===== config.mk =====
export PLATFORM = sky130hd
export DESIGN_NAME = uart_regfront
export DESIGN_NICKNAME = d
export VERILOG_FILES = /design/src/rtl/uart_regfront_pkg.sv /design/src/rtl/uart_rf_decode.sv /design/src/rtl/uart_rf_irq.sv /design/src/rtl/uart_rf_rx.sv /design/src/rtl/uart_regfront.sv
export SDC_FILE = /design/constraint.sdc
export NUM_CORES = 1
export LEC_CHECK = 0
export ABC_AREA = 1
export BUFFER_PORTS_ARGS = -buffer_cell sky130_fd_sc_hd__buf_2
export CAP_MARGIN = 20
export CORE_ASPECT_RATIO = 2
export CORE_UTILIZATION = 63
export CTS_BUF_LIST = sky130_fd_sc_hd__clkbuf_8
export DETAILED_ROUTE_END_ITERATION = 7
export GPL_ROUTABILITY_DRIVEN = 0
export PLACE_DENSITY = 0.86
export SLEW_MARGIN = 10
export SYNTH_ARGS = -nofsm -noshare
export SYNTH_HDL_FRONTEND = slang
export SYNTH_SLANG_ARGS = --single-unit

===== constraint.sdc =====
create_clock -name clk -period 2.3 [get_ports clk]
set_input_delay 0.345 -clock clk [delete_from_list [all_inputs] [get_ports clk]]
set_output_delay 0.345 -clock clk [all_outputs]
set_load 0.1 [all_outputs]

===== src/rtl/uart_regfront_pkg.sv =====
package uart_regfront_pkg;
   localparam int OFS_TXCTL   = 'h00;
   localparam int OFS_TXDMA   = 'h04;
   localparam int OFS_RXCTL   = 'h08;
   localparam int OFS_DOUT    = 'h1C;
   localparam int OFS_STAT_RC = 'h20;
   localparam int OFS_STAT    = 'h24;
   localparam int OFS_MASK    = 'h2C;
   localparam int OFS_ACK     = 'h30;
   localparam int OFS_RAW     = 'h34;
   localparam int OFS_MSKD    = 'h38;

   localparam int WIN_W     = 12;
   localparam int BIT_DAV   = 16;
   localparam int BIT_TIDLE = 22;
   localparam int BIT_TRDY  = 24;
   localparam int IRQ_TX    = 0;
   localparam int IRQ_RX    = 3;

   typedef struct packed {
      logic txctl;
      logic txdma;
      logic rxctl;
      logic dout;
      logic stat_rc;
      logic stat;
      logic mask;
      logic ack;
      logic raw;
      logic mskd;
   } reg_sel_t;
endpackage


===== src/rtl/uart_rf_decode.sv =====
module uart_rf_decode
   import uart_regfront_pkg::*;
#(
   parameter int ADDR_W = 12
) (
   input  logic [ADDR_W-1:0] addr,
   output reg_sel_t          sel
);
   logic [WIN_W-1:0] ofs;
   assign ofs = addr[WIN_W-1:0];

   always_comb begin
      sel         = '0;
      sel.txctl   = (ofs == WIN_W'(OFS_TXCTL));
      sel.txdma   = (ofs == WIN_W'(OFS_TXDMA));
      sel.rxctl   = (ofs == WIN_W'(OFS_RXCTL));
      sel.dout    = (ofs == WIN_W'(OFS_DOUT));
      sel.stat_rc = (ofs == WIN_W'(OFS_STAT_RC));
      sel.stat    = (ofs == WIN_W'(OFS_STAT));
      sel.mask    = (ofs == WIN_W'(OFS_MASK));
      sel.ack     = (ofs == WIN_W'(OFS_ACK));
      sel.raw     = (ofs == WIN_W'(OFS_RAW));
      sel.mskd    = (ofs == WIN_W'(OFS_MSKD));
   end
endmodule


===== src/rtl/uart_rf_irq.sv =====
module uart_rf_irq
   import uart_regfront_pkg::*;
#(
   parameter int BUS_W       = 32,
   parameter bit IRQ_OUT_REG = 1'b0
) (
   input  logic             clk,
   input  logic             rst,
   input  logic             wr_ok,
   input  reg_sel_t         sel,
   input  logic [BUS_W-1:0] wdata,
   input  logic             rx_take,
   output logic [BUS_W-1:0] raw,
   output logic [BUS_W-1:0] mask,
   output logic             irq
);
   logic [BUS_W-1:0] raw_q, raw_n, mask_q, mask_n, ackv;
   logic             pend_q, pend_n;
   logic             any_masked;

   // Event step followed by the ordered update: acknowledge clear, then mask.
   always_comb begin
      raw_n  = raw_q;
      mask_n = mask_q;
      pend_n = pend_q;
      ackv   = '0;
      if (wr_ok) begin
         if (sel.mask) mask_n = wdata;
         if (sel.dout) begin
            raw_n[IRQ_TX] = 1'b1;
            pend_n        = 1'b1;
         end
         if (sel.ack) begin
            ackv = wdata;
            if (pend_q && wdata[IRQ_TX]) begin
               raw_n[IRQ_TX] = 1'b1;
               pend_n        = 1'b0;
               ackv[IRQ_TX]  = 1'b0;
            end
         end
         raw_n = raw_n & ~ackv;
      end
      if (rx_take) raw_n[IRQ_RX] = 1'b1;
   end

   always_ff @(posedge clk) begin
      if (rst) begin
         raw_q  <= '0;
         mask_q <= '0;
         pend_q <= 1'b0;
      end else begin
         raw_q  <= raw_n;
         mask_q <= mask_n;
         pend_q <= pend_n;
      end
   end

   assign raw        = raw_q;
   assign mask       = mask_q;
   assign any_masked = |(raw_q & mask_q);

   generate
      if (IRQ_OUT_REG) begin : g_irq_flop
         logic irq_q;
         always_ff @(posedge clk) begin
            if (rst) irq_q <= 1'b0;
            else     irq_q <= any_masked;
         end
         assign irq = irq_q;
      end else begin : g_irq_direct
         assign irq = any_masked;
      end
   endgenerate
endmodule


===== src/rtl/uart_rf_rx.sv =====
module uart_rf_rx
   import uart_regfront_pkg::*;
#(
   parameter int BUS_W  = 32,
   parameter int CHAR_W = 8
) (
   input  logic              clk,
   input  logic              rst,
   input  logic              wr_ok,
   input  logic              rd,
   input  reg_sel_t          sel,
   input  logic [BUS_W-1:0]  wdata,
   input  logic              raw_rx,
   input  logic [CHAR_W-1:0] rx_data,
   input  logic              rx_valid,
   output logic              rx_ready,
   output logic              rx_take,
   output logic [BUS_W-1:0]  rxctl,
   output logic [BUS_W-1:0]  stat
);
   logic [CHAR_W-1:0] byte_q;
   logic              dav_q;
   logic [BUS_W-1:0]  rxctl_q;

   assign rx_ready = rxctl_q[0] | ~raw_rx;
   assign rx_take  = rx_valid & rx_ready;

   always_ff @(posedge clk) begin
      if (rst) begin
         byte_q  <= '0;
         dav_q   <= 1'b0;
         rxctl_q <= '0;
      end else begin
         if (wr_ok && sel.rxctl) rxctl_q <= wdata;
         if (rx_take) begin
            byte_q <= rx_data;
            dav_q  <= 1'b1;
         end else if (rd && sel.stat_rc) begin
            dav_q  <= 1'b0;
         end
      end
   end

   always_comb begin
      stat              = '0;
      stat[CHAR_W-1:0]  = byte_q;
      stat[BIT_DAV]     = dav_q;
      stat[BIT_TIDLE]   = 1'b1;
      stat[BIT_TRDY]    = 1'b1;
   end

   assign rxctl = rxctl_q;
endmodule


===== src/rtl/uart_regfront.sv =====
module uart_regfront
   import uart_regfront_pkg::*;
#(
   parameter int ADDR_W      = 12,
   parameter int BUS_W       = 32,
   parameter int CHAR_W      = 8,
   parameter bit IRQ_OUT_REG = 1'b0
) (
   input  logic              clk,
   input  logic              rst,
   input  logic              bus_wr,
   input  logic              bus_rd,
   input  logic [ADDR_W-1:0] bus_addr,
   input  logic [BUS_W-1:0]  bus_wdata,
   output logic [BUS_W-1:0]  bus_rdata,
   output logic              bus_wait,
   output logic [CHAR_W-1:0] tx_data,
   output logic              tx_valid,
   input  logic              tx_ready,
   input  logic [CHAR_W-1:0] rx_data,
   input  logic              rx_valid,
   output logic              rx_ready,
   output logic              irq
);
   generate
      if (ADDR_W < WIN_W) begin : g_chk_addr
         $error("ADDR_W must cover the 4 KiB register window");
      end
      if (BUS_W <= BIT_TRDY) begin : g_chk_bus
         $error("BUS_W too narrow for the status word");
      end
      if (CHAR_W < 1 || CHAR_W > BIT_DAV) begin : g_chk_char
         $error("CHAR_W must fit below the data-available bit");
      end
   endgenerate

   reg_sel_t         sel;
   logic             wr_ok, rx_take;
   logic [BUS_W-1:0] irq_raw, irq_mask, rxctl, stat;
   logic [BUS_W-1:0] txctl_q, txdma_q, rmux, rdata_q;

   uart_rf_decode #(.ADDR_W(ADDR_W)) dec_i (.addr(bus_addr), .sel(sel));

   assign tx_valid = bus_wr & sel.dout;
   assign tx_data  = bus_wdata[CHAR_W-1:0];
   assign bus_wait = tx_valid & ~tx_ready;
   assign wr_ok    = bus_wr & ~bus_wait;

   uart_rf_irq #(.BUS_W(BUS_W), .IRQ_OUT_REG(IRQ_OUT_REG)) irq_i (
      .clk(clk), .rst(rst), .wr_ok(wr_ok), .sel(sel), .wdata(bus_wdata),
      .rx_take(rx_take), .raw(irq_raw), .mask(irq_mask), .irq(irq)
   );

   uart_rf_rx #(.BUS_W(BUS_W), .CHAR_W(CHAR_W)) rx_i (
      .clk(clk), .rst(rst), .wr_ok(wr_ok), .rd(bus_rd), .sel(sel),
      .wdata(bus_wdata), .raw_rx(irq_raw[IRQ_RX]), .rx_data(rx_data),
      .rx_valid(rx_valid), .rx_ready(rx_ready), .rx_take(rx_take),
      .rxctl(rxctl), .stat(stat)
   );

   always_ff @(posedge clk) begin
      if (rst) begin
         txctl_q <= '0;
         txdma_q <= '0;
      end else if (wr_ok) begin
         if (sel.txctl) txctl_q <= bus_wdata;
         if (sel.txdma) txdma_q <= bus_wdata;
      end
   end

   always_comb begin
      rmux = '0;
      if (sel.txctl)              rmux = rmux | txctl_q;
      if (sel.txdma)              rmux = rmux | txdma_q;
      if (sel.rxctl)              rmux = rmux | rxctl;
      if (sel.stat_rc | sel.stat) rmux = rmux | stat;
      if (sel.mask)               rmux = rmux | irq_mask;
      if (sel.raw)                rmux = rmux | irq_raw;
      if (sel.mskd)               rmux = rmux | (irq_raw & irq_mask);
   end

   always_ff @(posedge clk) begin
      if (rst)         rdata_q <= '0;
      else if (bus_rd) rdata_q <= rmux;
   end

   assign bus_rdata = rdata_q;
endmodule


==> results.md, run 1 <==
Setup path:
- Counting cells, the worst reg-to-reg path comes to 5.
- The worst setup path is launched from a flip-flop.
- At the worst endpoint, the required time is 1.96 ns.
- The critical path is of the flip-flop to primary output type.
- The startpoint of the most critical register-to-register path is irq_i.raw[3]$_SDFFE_PP0P_.
- The sort of element at the end of the critical path is a primary output.
- In this run the worst path has a maximum fanout of 4.
- The internal reg-to-reg setup slack is 1.03 ns.
- The endpoint identified for the worst register-to-register timing path is rx_i.byte_q[0]$_SDFFE_PP0P_.
- Walking the worst path, the cells encountered are nand2_1, nand4_1, nor4_1, nand2_1, buf_6.
- In this design, the critical path's most frequently occurring cell is sky130_fd_sc_hd__nand2_1.
- The slowest stage of the critical path belongs to the cell sky130_fd_sc_hd__dfxtp_1.
- Data on the critical path arrives at its endpoint at about 1.9 ns.
- For this run, the slowest stage of the critical path takes 0.36 ns.

Placed design:
- The count of buffers added on input and output ports is around 100.
- The post-DP HPWL is 19400 µm.

Die:
- The core footprint is 0.0158 mm².
- The initial utilization of the core area, before any placement, comes to 0.647.
- From bottom edge to top edge, the die measures 182 µm.
- The number of top-level pins is 102.
- The die covers 0.0168 mm².
- The floorplan die width is approximately 90 µm.
- After floorplanning, the core was divided into 65 placement rows.

Power:
- The switching power share of the total is 0.272.
- The share of total power dissipated in the clock network is 0.404.
- Across the VDD grid, the largest voltage drop is 0.000566 V.
- The switching power is 1.94 mW.
- The internal power of the cells totals ~5.2 mW.
- The leakage power figure is 5.81 nW.
- The share of power burned in registers is 0.500.
- The combinational share of power is 0.096.
- Dividing total power by cell area gives a power density of 622 mW/mm².

Timing:
- The share of the cycle needed by the critical path after routing is 0.976.
- Measured against its own limit, the worst slew margin works out to 0.616.
- At the pin with the least slew margin, the transition time is 0.576 ns.
- Setup violations remaining at the end of the flow were counted as 0.
- The worst path in the final design needs a cycle of 2.24 ns, including I/O delays and setup.
- The final setup TNS is 0 ns.
- For this run, the top clock speed supported by timing is roughly 450 MHz.
- On the final layout, the worst hold slack is 0.0199 ns.
- For the final database, setup skew stands at 0.0122 ns.
- The hold violation total from the final report is 0.
- The max-slew violation count is 0.

Global route:
- The maximum number of pins on one net before global-route repair is 63.
- The number of antenna violations at the first check in global routing is 1.
- Summed over all layers, the global routing overflow is 0.
- The wire length of the first global-routing pass is between 40000 and 50000 µm.
- For this run, the total global-route usage over all layers was measured as 0.349.
- The number of global-route vias before repair is 10100.

Yosys:
- The cell with the most instances after synthesis is sky130_fd_sc_hd__nand2_1.
- The area fraction of the dominant cell type after synthesis is 0.396.
- The compound-gate portion of the synthesized area is 0.0818.
- The post-synthesis share of cell area spent on xor and xnor gates is 0.
- Of the total synthesized cell area, the portion taken by AND, OR, NAND and NOR gates is 0.377.
- The number of enable flip-flop cells after synthesis is 0.
- The instance count of the mapped netlist is 1639.
- Summed over all instances, the cell type with the most area after synthesis is sky130_fd_sc_hd__dfxtp_1.
- The combinational family with the most area after synthesis is simple AND/OR/NAND/NOR gates.
- The share of cell area taken by muxes after synthesis is 0.
- Synthesis instantiated 27 different standard cells from the library.
- By area the synthesized netlist is led by sky130_fd_sc_hd__dfxtp_1 (40%), sky130_fd_sc_hd__nand2_1 (16%), sky130_fd_sc_hd__nor2_1 (11%).
- Synthesis inferred roughly 200 register bits.
- The leading register cell type out of synthesis is sky130_fd_sc_hd__dfxtp_1.
- The number of nets in the synthesized netlist is 1697.
- The share of the Yosys chip area taken by registers is 0.396.
- Ranked by instance count, the synthesized netlist is headed by sky130_fd_sc_hd__nand2_1 (432), sky130_fd_sc_hd__nor2_1 (297), sky130_fd_sc_hd__inv_1 (253).
- In the synthesized netlist the async set-or-reset flop fraction comes to 0.
- The total standard cell area after synthesis is 0.0102 mm².
- The mean area per synthesized cell is 6.23 µm².
- Of the total synthesized cell area, the portion taken by full adders, half adders and majority gates is 0.
- The Yosys warning count is 0.

Clock tree:
- The tree built by TritonCTS fans out to 202 sinks.
- The clock latency reported for the late side of the worst-skew pair is 0.56 ns.
- The tree is rooted in a sky130_fd_sc_hd__clkbuf_8.
- The clock transition at the registers of the reported paths is 0.07 ns.
- TritonCTS built the clock tree.
- The maximum clock insertion buffer count is 3.
- CTS built an H-tree with a depth of 1.
- In this run, CTS created clock tree buffers numbering 29.

Cells and area:
- The net count of the finished layout is 1767.
- The post-synthesis to final-layout area growth is 12.4%.
- The fraction of final layout cells sized beyond drive strength 1 is 0.117.

Route:
- The pre-antenna-repair detailed-routing pass consisted of 5 iterations.
- The remaining routing DRC violations is 0.
- The detail route stage leaves a number of antenna-violating nets equal to 0.
- The routed wire length is 29100 µm.
- In the final routed layout, each cell accounts on average for 15.1 µm.
- The via density per instance is 5.44.
- The via count of the routed design is 10500.
- The number of violations reported at the end of detailed-routing iteration 0 is between 700 and 800.

Run status:
- The flow ran to the end, and the final reports show no timing, DRC or antenna violations.

Hold path:
- The worst hold path stage count is 2.
- The destination of the worst hold path is rx_i.dav_q$_SDFFE_PP0P_.
- The class of the tightest hold or removal check is input port to flip-flop.
- The launch point of the worst hold path is rst.

Flow run:
- The number of max-capacitance violations reported is 0.
worst max-delay path, delay by kind of cell, from the launching register on:
kind                   cells  cell delay (ns)
flip-flops                 1             0.36
buffers and inverters      1             0.22
AND/OR/NAND/NOR            4             0.75
area by class of cell:
class	count	area, µm²
inverters	258	971
repair buffers	141	930
diodes	2	5.00
clock buffers	36	495
well taps	201	251
flip-flops and latches	202	4040
multi-input cells	1077	4690
fillers	1355	4290
clock inverters	14	92.6
flip-flops by register name (all words and copies together), names as in the netlist:
name,flops
bus_rdata,32
rx_i.rxctl,32
rx_i.byte_q,8
irq_i.mask,32
rx_i.dav_q,1
txctl_q,32
irq_i.pend_q,1
txdma_q,32
irq_i.raw,32
cells by family after synthesis:
logic type	after synthesis
buffers and inverters	360
AND/OR/NAND/NOR	918
flip-flops	202
AO/OA/AOI/OAI	159
cell usage in the layout (no fill, tap or decap), types with 33 or more instances in the layout:
| cell type | instances |
|---|---|
| sky130_fd_sc_hd__buf_2 | 98 |
| sky130_fd_sc_hd__nand3_1 | 120 |
| sky130_fd_sc_hd__clkbuf_8 | 36 |
| sky130_fd_sc_hd__nor2_1 | 295 |
| sky130_fd_sc_hd__o21ai_0 | 68 |
| sky130_fd_sc_hd__nand2_1 | 432 |
| sky130_fd_sc_hd__inv_1 | 259 |
| sky130_fd_sc_hd__buf_4 | 33 |
| sky130_fd_sc_hd__a21oi_1 | 35 |
| sky130_fd_sc_hd__dfxtp_1 | 202 |
power by group through the flow:
stage / combinational, mW / sequential (mW) / clock, mW
4_1_cts: 0.682 / 3.57 / 2.91
5_1_grt: 0.728 / 3.57 / 3.07
3_5_place_dp: 0.680 / 3.64 / 0
2_1_floorplan: 0.288 / 3.83 / 0
6_report: 0.687 / 3.57 / 2.89
3_3_place_gp: 0.673 / 3.64 / 0
per-stage QoR:
step,cell area [µm²],std cells,worst slack (ns),power (mW),utilization
after CTS,11500,1929,0.00320,7.16,0.727
after global routing,11500,1930,-0.0225,7.37,0.728
after detailed placement,10900,1879,0.328,4.32,0.690
after global placement,10900,1879,0.430,4.32,0.690
after floorplan,10200,1639,0.402,4.12,-
final,11500,1931,0.0556,7.14,0.728
routing by layer:
layer	part of all wire	vias to the layer above	GRT usage
met3	0.067	150	0.0521
met1	0.35	4768	0.350
li1	-	5139	-
met2	0.51	453	0.638
met5	0	-	0
met4	0.070	0	0.254
timing repair:
| action | CTS | global route |
|---|---|---|
| hold endpoints to repair | 0 | 0 |
| setup buffers | 0 | 0 |
| setup endpoints to repair | 0 | 1 |
| gates resized for setup | 0 | 3 |
| hold buffers | 0 | 0 |
worst max-delay path by stage:
stage / startpoint / end / slack [ns] / depth (start not counted)
CTS: irq_i.raw[3]$_SDFFE_PP0P_ / irq / 0.003 / 5
finish: irq_i.raw[3]$_SDFFE_PP0P_ / irq / 0.06 / 5
detailed placement: bus_addr[11] / txdma_q[13]$_SDFFE_PP0P_ / 0.33 / 10
global placement: bus_addr[6] / txdma_q[10]$_SDFFE_PP0P_ / 0.43 / 10
floorplan: bus_addr[11] / irq_i.pend_q$_SDFFE_PP0P_ / 0.40 / 9
global route: irq_i.raw[3]$_SDFFE_PP0P_ / irq / -0.02 / 5
Note: power is estimated with default switching activity, not from simulation.
==> run 2: changes to the inputs <==
--- a/config.mk
+++ b/config.mk
@@ -5,15 +5,14 @@
 export SDC_FILE = /design/constraint.sdc
 export NUM_CORES = 1
 export LEC_CHECK = 0
-export ABC_AREA = 1
 export BUFFER_PORTS_ARGS = -buffer_cell sky130_fd_sc_hd__buf_2
 export CAP_MARGIN = 20
 export CORE_ASPECT_RATIO = 2
-export CORE_UTILIZATION = 63
+export CORE_UTILIZATION = 30
 export CTS_BUF_LIST = sky130_fd_sc_hd__clkbuf_8
 export DETAILED_ROUTE_END_ITERATION = 7
 export GPL_ROUTABILITY_DRIVEN = 0
-export PLACE_DENSITY = 0.86
+export PLACE_DENSITY = 0.48
 export SLEW_MARGIN = 10
 export SYNTH_ARGS = -nofsm -noshare
 export SYNTH_HDL_FRONTEND = slang
==> results.md, run 2 <==
Clock tree:
- The cell at the root of the clock tree was sky130_fd_sc_hd__clkbuf_8 (unchanged).
- The clock net sink count is 202 (unchanged).
- The depth of the CTS H-tree is 1 (unchanged).
- The CTS tree was done (unchanged).
- The maximum clock insertion buffer count is 3 (unchanged).
- The clock transition at the registers of the reported paths is 0.07 ns (about the same).
- The clock latency reported for the late side of the worst-skew pair is 0.59 ns (was 0.56 ns).
- The number of clock buffers inserted by TritonCTS came to 30 (was 29).

Timing:
- The max-slew violation count is 0 (unchanged).
- The share of the cycle needed by the critical path after routing came to 1.13 (was 0.976).
- The final setup TNS is -0.306 ns (was 0 ns).
- The relative slew slack is 0.474 (was 0.616).
- The final worst-path setup slack is -0.306 ns (was 0.0556 ns).
- The worst-margin pin slew is 0.789 ns (was 0.576 ns).
- Setup repair after global routing could not meet its margin everywhere.
- The largest clock skew in the final design was 0.00833 ns (was 0.0122 ns).
- The minimum clock period is 2.61 ns (was 2.24 ns).
- The number of endpoints failing setup at the final stage is 1 (was 0).
- The hold violation total from the final report was 0 (unchanged).
- The upper clock frequency limit is 384 MHz (was 446 MHz).

Route:
- The routed wire length is 30900 µm (was 29100 µm).
- The wire length per cell after detailed routing is 19.8 µm (was 15.1 µm).
- The detailed-router iteration count before antenna repair was 7 (was 5).
- The via count of the routed design came to 8149 (was 10500).
- The number of nets still failing antenna checks after routing came to 0 (unchanged).
- The via density per instance came to 5.22 (was 5.44).
- The number of violations reported at the end of detailed-routing iteration 0 is 449 (was 716).
- The remaining routing DRC violations is 14 (was 0).

Yosys:
- The area fraction of the dominant cell type after synthesis is 0.444 (was 0.396).
- The synthesis-stage register bit count is 202 (unchanged).
- The synthesized net count is 1088 (was 1697).
- The share of synthesized area occupied by flip-flops and latches is 0.444 (was 0.396).
- The Yosys warning count is 0 (unchanged).
- Leading post-synthesis cells by instance count: sky130_fd_sc_hd__dfxtp_1 (202), sky130_fd_sc_hd__nor2_1 (108), sky130_fd_sc_hd__mux2i_1 (103) (was sky130_fd_sc_hd__nand2_1 (432), sky130_fd_sc_hd__nor2_1 (297), sky130_fd_sc_hd__inv_1 (253)).
- The total standard cell area after synthesis came to 0.00910 mm² (was 0.0102 mm²).
- The leading register cell type out of synthesis is sky130_fd_sc_hd__dfxtp_1 (unchanged).
- The fraction of registers with async set/reset is 0 (unchanged).
- The mean area per synthesized cell came to 8.84 µm² (was 6.23 µm²).
- The number of distinct standard cells referenced by the synthesized netlist came to 48 (was 27).
- The cell type with the highest aggregate area in the netlist is sky130_fd_sc_hd__dfxtp_1 (unchanged).
- The instance count of the mapped netlist came to 1030 (was 1639).
- The number of enable flip-flop cells after synthesis is 0 (unchanged).
- Cells taking the most area after synthesis: sky130_fd_sc_hd__dfxtp_1 (44%), sky130_fd_sc_hd__mux2i_1 (11%), sky130_fd_sc_hd__a21oi_1 (5.0%) (was sky130_fd_sc_hd__dfxtp_1 (40%), sky130_fd_sc_hd__nand2_1 (16%), sky130_fd_sc_hd__nor2_1 (11%)).
- The cell with the most instances after synthesis was sky130_fd_sc_hd__dfxtp_1 (was sky130_fd_sc_hd__nand2_1).

Global route:
- The wire length of the first global-routing pass is 47600 µm (was 46900 µm).
- The number of antenna violations at the first check in global routing was 2 (was 1).
- The remaining global-route overflow is 0 (unchanged).
- The number of global-route vias before repair is 8118 (was 10100).
- The global-route usage over all layers came to 0.199 (was 0.349).
- The maximum number of pins on one net before global-route repair is 64 (was 63).

Power:
- The worst IR drop on VDD is 0.000399 V (was 0.000566 V).
- The leakage power figure is 4.52 nW (was 5.81 nW).
- The total power divided by cell area is 644 mW/mm² (was 622 mW/mm²).

Flow run:
- The number of max-capacitance violations reported was 0 (unchanged).

Cells and area:
- The final design area excluding fillers is 0.0114 mm² (was 0.0115 mm²).
- The number of standard cells in the final layout excluding fillers is 1562 (was 1931).
- Commonest cells after routing, fill and taps aside: sky130_fd_sc_hd__dfxtp_1 (200), sky130_fd_sc_hd__nor2_1 (108), sky130_fd_sc_hd__mux2i_1 (103), sky130_fd_sc_hd__buf_2 (96), sky130_fd_sc_hd__a21oi_1 (91) (was sky130_fd_sc_hd__nand2_1 (432), sky130_fd_sc_hd__nor2_1 (295), sky130_fd_sc_hd__inv_1 (259), sky130_fd_sc_hd__dfxtp_1 (202), sky130_fd_sc_hd__nand3_1 (120)).
- The fraction of final layout cells sized beyond drive strength 1 is 0.216 (was 0.117).
- The post-synthesis to final-layout area growth came to 24.7% (was 12.4%).
- The most common library cell in the layout ignoring fill and taps is sky130_fd_sc_hd__dfxtp_1 (was sky130_fd_sc_hd__nand2_1).
- The final design utilization is 0.383 (was 0.728).
- The number of nets in the finished design came to 1232 (was 1767).

Placed design:
- The count of port buffers added during placement is 101 (unchanged).
- The total placed instance area is 0.0104 mm² (was 0.0109 mm²).
- The post-DP HPWL is 21400 µm (was 19400 µm).
- The setup slack at placement is -0.103 ns (was 0.328 ns).
- The total instance count after detailed placement was 1475 (was 1879).

Setup path:
- The maximum fanout encountered on the critical timing path came to 2 (was 4).
- The type of the setup path with the least slack is flip-flop to primary output (unchanged).
- The sort of element at the end of the critical path is a primary output (unchanged).
- The sort of element at the start of the critical path is a flip-flop (unchanged).
- The arrival time reported for the critical path endpoint came to 2.26 ns (was 1.90 ns).
- The data required time at the worst endpoint is 1.96 ns (about the same).

Die:
- The die boundary height is 248 µm (was 182 µm).
- The number of top-level pins was 102 (unchanged).
- The initial core utilization is 0.307 (was 0.647).
- The core footprint is 0.0296 mm² (was 0.0158 mm²).
- The number of placement rows is 89 (was 65).
- The die area was 0.0311 mm² (was 0.0168 mm²).
- The floorplan die width came to 125 µm (was 92.0 µm).

Run status:
- Status: finished, violations left (was completed).
- The checks that failed: design-rule violations, negative setup slack.

Hold path:
- The class of the tightest hold or removal check is input port to flip-flop (unchanged).
run 2: timing repair:
item | CTS | global route
hold buffers | 31 | 0
setup buffers | 1 | 0
endpoints found under the setup margin | 1 | 2
gates resized for setup | 8 | 2
endpoints found under the hold margin | 31 | 0
pin swaps | 3 | 0
run 2: cell families (layout without fill, tap and decap cells):
kind of cell | after synthesis | count (layout) | synth area share
compound gates | 260 | 260 | 0.184
buf+inv | 134 | 301 | 0.0683
flops | 202 | 202 | 0.444
mux | 115 | 115 | 0.128
other cells | 0 | 1 | 0
simple gates | 319 | 319 | 0.175
run 2: layout make-up:
cell class                      instances  area [µm²]
Fill cell                            3060       18300
Multi-Input combinational cell        694        4500
Sequential cell                       202        4050
Timing Repair Buffer                  209        1590
Clock buffer                           41         564
Tap cell                              364         455
Inverter                               37         139
Clock inverter                         14        61.3
Antenna cell                            1        2.50
run 2: worst paths after layout:
| check | from | end | slack (ns) | cells past startpoint |
|---|---|---|---|---|
| setup reg to reg | irq_i.raw[3]$_SDFFE_PP0P_ | rx_i.byte_q[7]$_SDFFE_PP0P_ | 0.85 | 5 |
| hold / removal | bus_wdata[11] | irq_i.raw[11]$_SDFFE_PP0P_ | 0.03 | 2 |
| setup / recovery | irq_i.raw[17]$_SDFFE_PP0P_ | irq | -0.31 | 5 |
| hold reg to reg | rx_i.rxctl[7]$_SDFFE_PP0P_ | rx_i.rxctl[7]$_SDFFE_PP0P_ | 0.45 | 2 |
run 2: metal layers:
metal / share of wire / GRT usage / up-vias
li1: - / - / 3969
met1: 0.39 / 0.215 / 3920
met2: 0.54 / 0.387 / 203
met3: 0.034 / 0.0241 / 55
met4: 0.031 / 0.0796 / 2
met5: 0.00039 / 0 / -
run 2: critical path, stage by stage (launching register included):
cell and delay (ns):
sky130_fd_sc_hd__dfxtp_2 0.32, sky130_fd_sc_hd__a22o_1 0.24, sky130_fd_sc_hd__a221oi_2 0.21, sky130_fd_sc_hd__nand3_1 0.16, sky130_fd_sc_hd__or4_4 0.55, sky130_fd_sc_hd__buf_12 0.19
run 2: stage by stage:
step	hold slack [ns]	total power, mW
final	0.0275	7.31
after floorplan	0.432	4.08
after CTS	0.00288	7.41
after global routing	0.00742	7.57
after global placement	0.437	4.32
after detailed placement	0.443	4.32
run 2: report_power, final:
group	internal [mW]	switching [mW]	total, mW	leakage, nW
sequential	3.53	0.0210	3.55	1.63
combinational	0.203	0.526	0.729	2.53
clock	1.58	1.45	3.03	0.364
==> run 3: changes to the inputs <==
--- a/config.mk
+++ b/config.mk
@@ -10,10 +10,12 @@
 export CORE_ASPECT_RATIO = 2
 export CORE_UTILIZATION = 30
 export CTS_BUF_LIST = sky130_fd_sc_hd__clkbuf_8
+export CTS_CLUSTER_SIZE = 8
 export DETAILED_ROUTE_END_ITERATION = 7
 export GPL_ROUTABILITY_DRIVEN = 0
 export PLACE_DENSITY = 0.48
 export SLEW_MARGIN = 10
 export SYNTH_ARGS = -nofsm -noshare
 export SYNTH_HDL_FRONTEND = slang
+export SYNTH_HIERARCHICAL = 1
 export SYNTH_SLANG_ARGS = --single-unit
==> results.md, run 3 <==
Yosys:
- The adder and majority gate portion of the synthesized area is 0 (unchanged).
- The leading register cell type out of synthesis is sky130_fd_sc_hd__dfxtp_1 (unchanged).
- The total standard cell area after synthesis is 0.00966 mm² (was 0.00910 mm²).
- The instance count of the mapped netlist was 1080 (was 1030).
- The synthesis-stage register bit count is 202 (unchanged).
- The area share of and/or/nand/nor cells after synthesis is 0.193 (was 0.175).
- The fraction of registers with async set/reset is 0 (unchanged).
- Leading post-synthesis cells by instance count: sky130_fd_sc_hd__dfxtp_1 (202), sky130_fd_sc_hd__nand2_1 (164), sky130_fd_sc_hd__a21oi_1 (155) (was sky130_fd_sc_hd__dfxtp_1 (202), sky130_fd_sc_hd__nor2_1 (108), sky130_fd_sc_hd__mux2i_1 (103)).
- The number of distinct standard cells referenced by the synthesized netlist was 40 (was 48).
- The mean area per synthesized cell came to 8.94 µm² (was 8.84 µm²).
- Cells taking the most area after synthesis: sky130_fd_sc_hd__dfxtp_1 (42%), sky130_fd_sc_hd__a21oi_1 (8.0%), sky130_fd_sc_hd__nand4b_1 (6.5%) (was sky130_fd_sc_hd__dfxtp_1 (44%), sky130_fd_sc_hd__mux2i_1 (11%), sky130_fd_sc_hd__a21oi_1 (5.0%)).
- The share of synthesized area occupied by flip-flops and latches was 0.419 (was 0.444).
- The cell with the most instances after synthesis is sky130_fd_sc_hd__dfxtp_1 (unchanged).
- The share of cell area taken by muxes after synthesis came to 0 (was 0.128).
- The number of enable flip-flop cells after synthesis came to 0 (unchanged).
- The post-synthesis share of cell area spent on xor and xnor gates is 0 (unchanged).
- The compound-gate portion of the synthesized area came to 0.294 (was 0.184).
- The cell type with the highest aggregate area in the netlist is sky130_fd_sc_hd__dfxtp_1 (unchanged).
- The Yosys warning count is 6 (was 0).
- The area fraction of the dominant cell type after synthesis was 0.419 (was 0.444).
- The combinational family with the most area after synthesis is compound AO/OA/AOI/OAI gates (unchanged).

Route:
- The via count of the routed design came to 8921 (was 8149).
- The via density per instance is 5.51 (was 5.22).
- The wire length per cell after detailed routing is 23.0 µm (was 19.8 µm).
- The routed wire length was 37200 µm (was 30900 µm).
- The remaining routing DRC violations came to 0 (was 14).
- The detailed-router iteration count before antenna repair is 7 (unchanged).
- The number of nets still failing antenna checks after routing is 0 (unchanged).
- The number of violations reported at the end of detailed-routing iteration 0 is 700 (was 449).

Cells and area:
- The most common library cell in the layout ignoring fill and taps is sky130_fd_sc_hd__dfxtp_1 (unchanged).
- Commonest cells after routing, fill and taps aside: sky130_fd_sc_hd__dfxtp_1 (196), sky130_fd_sc_hd__nand2_1 (164), sky130_fd_sc_hd__a21oi_1 (155), sky130_fd_sc_hd__buf_2 (96), sky130_fd_sc_hd__nand4b_1 (72) (was sky130_fd_sc_hd__dfxtp_1 (200), sky130_fd_sc_hd__nor2_1 (108), sky130_fd_sc_hd__mux2i_1 (103), sky130_fd_sc_hd__buf_2 (96), sky130_fd_sc_hd__a21oi_1 (91)).
- The number of nets in the finished design came to 1239 (was 1232).
- The final design area excluding fillers is 0.0116 mm² (was 0.0114 mm²).
- The fraction of final layout cells sized beyond drive strength 1 was 0.245 (was 0.216).
- The post-synthesis to final-layout area growth was 20.5% (was 24.7%).

Power:
- The combinational share of power is 0.105 (was 0.100).
- The share of power burned in registers was 0.501 (was 0.486).
- The overall power was 7.13 mW (was 7.31 mW).
- The switching power share of the total is 0.289 (was 0.273).
- The total power divided by cell area is 613 mW/mm² (was 644 mW/mm²).
- The leakage power figure is 4.23 nW (was 4.52 nW).
- The clock network fraction of total power came to 0.394 (was 0.414).
- The worst IR drop on VDD is 0.000361 V (was 0.000399 V).
- The switching power is 2.06 mW (was 1.99 mW).
- The internal portion of total power is 5.07 mW (was 5.32 mW).

Timing:
- The number of endpoints failing setup at the final stage is 2 (was 1).
- The relative slew slack is 0.364 (was 0.474).
- The max-slew violation count was 0 (unchanged).
- The final worst hold slack is 0.0247 ns (was 0.0275 ns).
- The hold violation total from the final report was 0 (unchanged).
- The minimum clock period is 2.46 ns (was 2.61 ns).
- The final worst-path setup slack is -0.157 ns (was -0.306 ns).
- The largest clock skew in the final design was 0.0231 ns (was 0.00833 ns).
- The final setup TNS is -0.173 ns (was -0.306 ns).
- The share of the cycle needed by the critical path after routing is 1.07 (was 1.13).
- The upper clock frequency limit came to 407 MHz (was 384 MHz).
- The worst-margin pin slew is 0.954 ns (was 0.789 ns).
- Unrepaired setup endpoints after global routing: true (unchanged).

Clock tree:
- The clock latency reported for the late side of the worst-skew pair is 0.60 ns (was 0.59 ns).
- The depth of the CTS H-tree is 1 (unchanged).
- The cell at the root of the clock tree is sky130_fd_sc_hd__clkbuf_8 (unchanged).
- The maximum clock insertion buffer count was 3 (unchanged).
- The clock transition at the registers of the reported paths is 0.07 ns (about the same).
- The number of clock buffers inserted by TritonCTS is 31 (was 30).
- The CTS tree was done (unchanged).
- The clock net sink count came to 202 (unchanged).

Setup path:
- The arrival time reported for the critical path endpoint was 2.11 ns (was 2.26 ns).
- The depth of the most critical reg-to-reg path is 2 (was 5).
- The sort of element at the end of the critical path is a primary output (unchanged).
- The sort of element at the start of the critical path is a flip-flop (unchanged).
- The startpoint of the most critical register-to-register path is irq_i/mask[26]$_SDFFE_PP0P_ (was irq_i.raw[3]$_SDFFE_PP0P_).
- The longest individual stage delay on the worst path is 0.54 ns (was 0.55 ns).
- The cell at the slowest stage of the critical path is sky130_fd_sc_hd__or4_4 (unchanged).
- Critical-path cell list: a22oi_2, nand4_1, or4_4, buf_12 (was a22o_1, a221oi_2, nand3_1, or4_4, buf_12).
- The data required time at the worst endpoint came to 1.96 ns (about the same).
- The capture point of the worst reg-to-reg path was bus_rdata[26]$_SDFFE_PP0P_ (was rx_i.byte_q[7]$_SDFFE_PP0P_).
- The maximum fanout encountered on the critical timing path is 4 (was 2).
- The type of the setup path with the least slack is flip-flop to primary output (unchanged).
- The internal reg-to-reg setup slack is 1.04 ns (was 0.85 ns).

Die:
- The number of placement rows is 92 (was 89).
- The floorplan die width came to 129 µm (was 125 µm).
- The core footprint is 0.0317 mm² (was 0.0296 mm²).
- The number of top-level pins is 102 (unchanged).
- The die area is 0.0330 mm² (was 0.0311 mm²).
- The initial core utilization is 0.305 (was 0.307).
- The die boundary height was 256 µm (was 248 µm).

Run status:
- Status: finished, violations left (unchanged).
- Violations in the final reports: negative setup slack (was design-rule violations, negative setup slack).

Global route:
- The wire length of the first global-routing pass was 56400 µm (was 47600 µm).
- The number of antenna violations at the first check in global routing is 1 (was 2).
- The number of global-route vias before repair came to 9083 (was 8118).
- The remaining global-route overflow was 0 (unchanged).
- The global-route usage over all layers was 0.227 (was 0.199).
- The maximum number of pins on one net before global-route repair is 68 (was 64).

Hold path:
- The destination of the worst hold path is irq_i/raw[7]$_SDFFE_PP0P_ (was irq_i.raw[11]$_SDFFE_PP0P_).
- The class of the tightest hold or removal check is input port to flip-flop (unchanged).
- The worst hold path stage count is 2 (unchanged).
- The launch point of the worst hold path is bus_wdata[7] (was bus_wdata[11]).

Flow run:
- The number of max-capacitance violations reported is 0 (unchanged).

Placed design:
- The count of port buffers added during placement is 101 (unchanged).
- The total placed instance area is 0.0109 mm² (was 0.0104 mm²).
- The post-DP HPWL came to 24000 µm (was 21400 µm).
run 3: cell count changes after synthesis, sizes merged, moves of 63 or more:
cell    delta
mux2i    -103
nand2     +79
nor2      -73
nand4b    +72
a21oi     +70
o31ai     +63
run 3: layout make-up:
class	instances	area, µm²
multi-input cells	747	4890
clock buffers	35	482
inverters	6	22.5
fillers	3265	20000
diodes	1	2.50
repair buffers	193	1610
clock inverters	13	53.8
flip-flops and latches	202	4050
well taps	423	529
run 3: power groups by stage:
stage | Clock [mW] | Sequential (mW) | Combinational, mW
floorplan | 0 | 3.83 | 0.337
global placement | 0 | 3.65 | 0.730
detailed placement | 0 | 3.65 | 0.730
CTS | 2.90 | 3.57 | 0.751
global route | 3.03 | 3.57 | 0.785
finish | 2.81 | 3.57 | 0.749
run 3: logic make-up (layout without fill, tap and decap cells):
kind of cell,after synthesis,after routing
compound gates,380,380
buf+inv,152,247
flops,202,202
other cells,2,24
simple gates,344,344
run 3: what timing repair did:
action                                  in CTS  in global routing
resized for setup                           16                  0
endpoints found under the setup margin       3                  2
hold endpoints to repair                    14                  0
buffers inserted                             6                  0
hold buffers                                14                  0
pin swaps                                    9                  1
run 3: metrics by stage:
step / setup WS, ns / instances / utilization
after floorplan: -0.205 / 1101 / -
after global placement: -0.0571 / 1551 / 0.343
after detailed placement: -0.0779 / 1551 / 0.343
after CTS: -0.164 / 1619 / 0.368
after global routing: -0.206 / 1620 / 0.368
final: -0.157 / 1620 / 0.368
run 3: critical path, delay by kind of cell (launching register included):
kind                   cells  cell delay (ns)
AND/OR/NAND/NOR            2             0.69
flip-flops                 1             0.35
AO/OA/AOI/OAI              1             0.28
buffers and inverters      1             0.19
run 3: metal layers:
layer,track usage,share of wire
met5,0,0
met2,0.421,0.54
met1,0.254,0.38
met4,0.109,0.042
met3,0.0224,0.042
run 3: worst max-delay path by stage:
stage	startpoint	to	slack, ns	depth (start not counted)
finish	irq_i/mask[7]$_SDFFE_PP0P_	irq	-0.16	4
global route	irq_i/raw[19]$_SDFFE_PP0P_	irq	-0.21	4
CTS	irq_i/raw[19]$_SDFFE_PP0P_	irq	-0.16	4
detailed placement	bus_addr[5]	txctl_q[7]$_SDFFE_PP0P_	-0.08	8
global placement	bus_addr[1]	bus_rdata[12]$_SDFFE_PP0P_	-0.06	8
floorplan	bus_addr[1]	bus_wait	-0.21	5
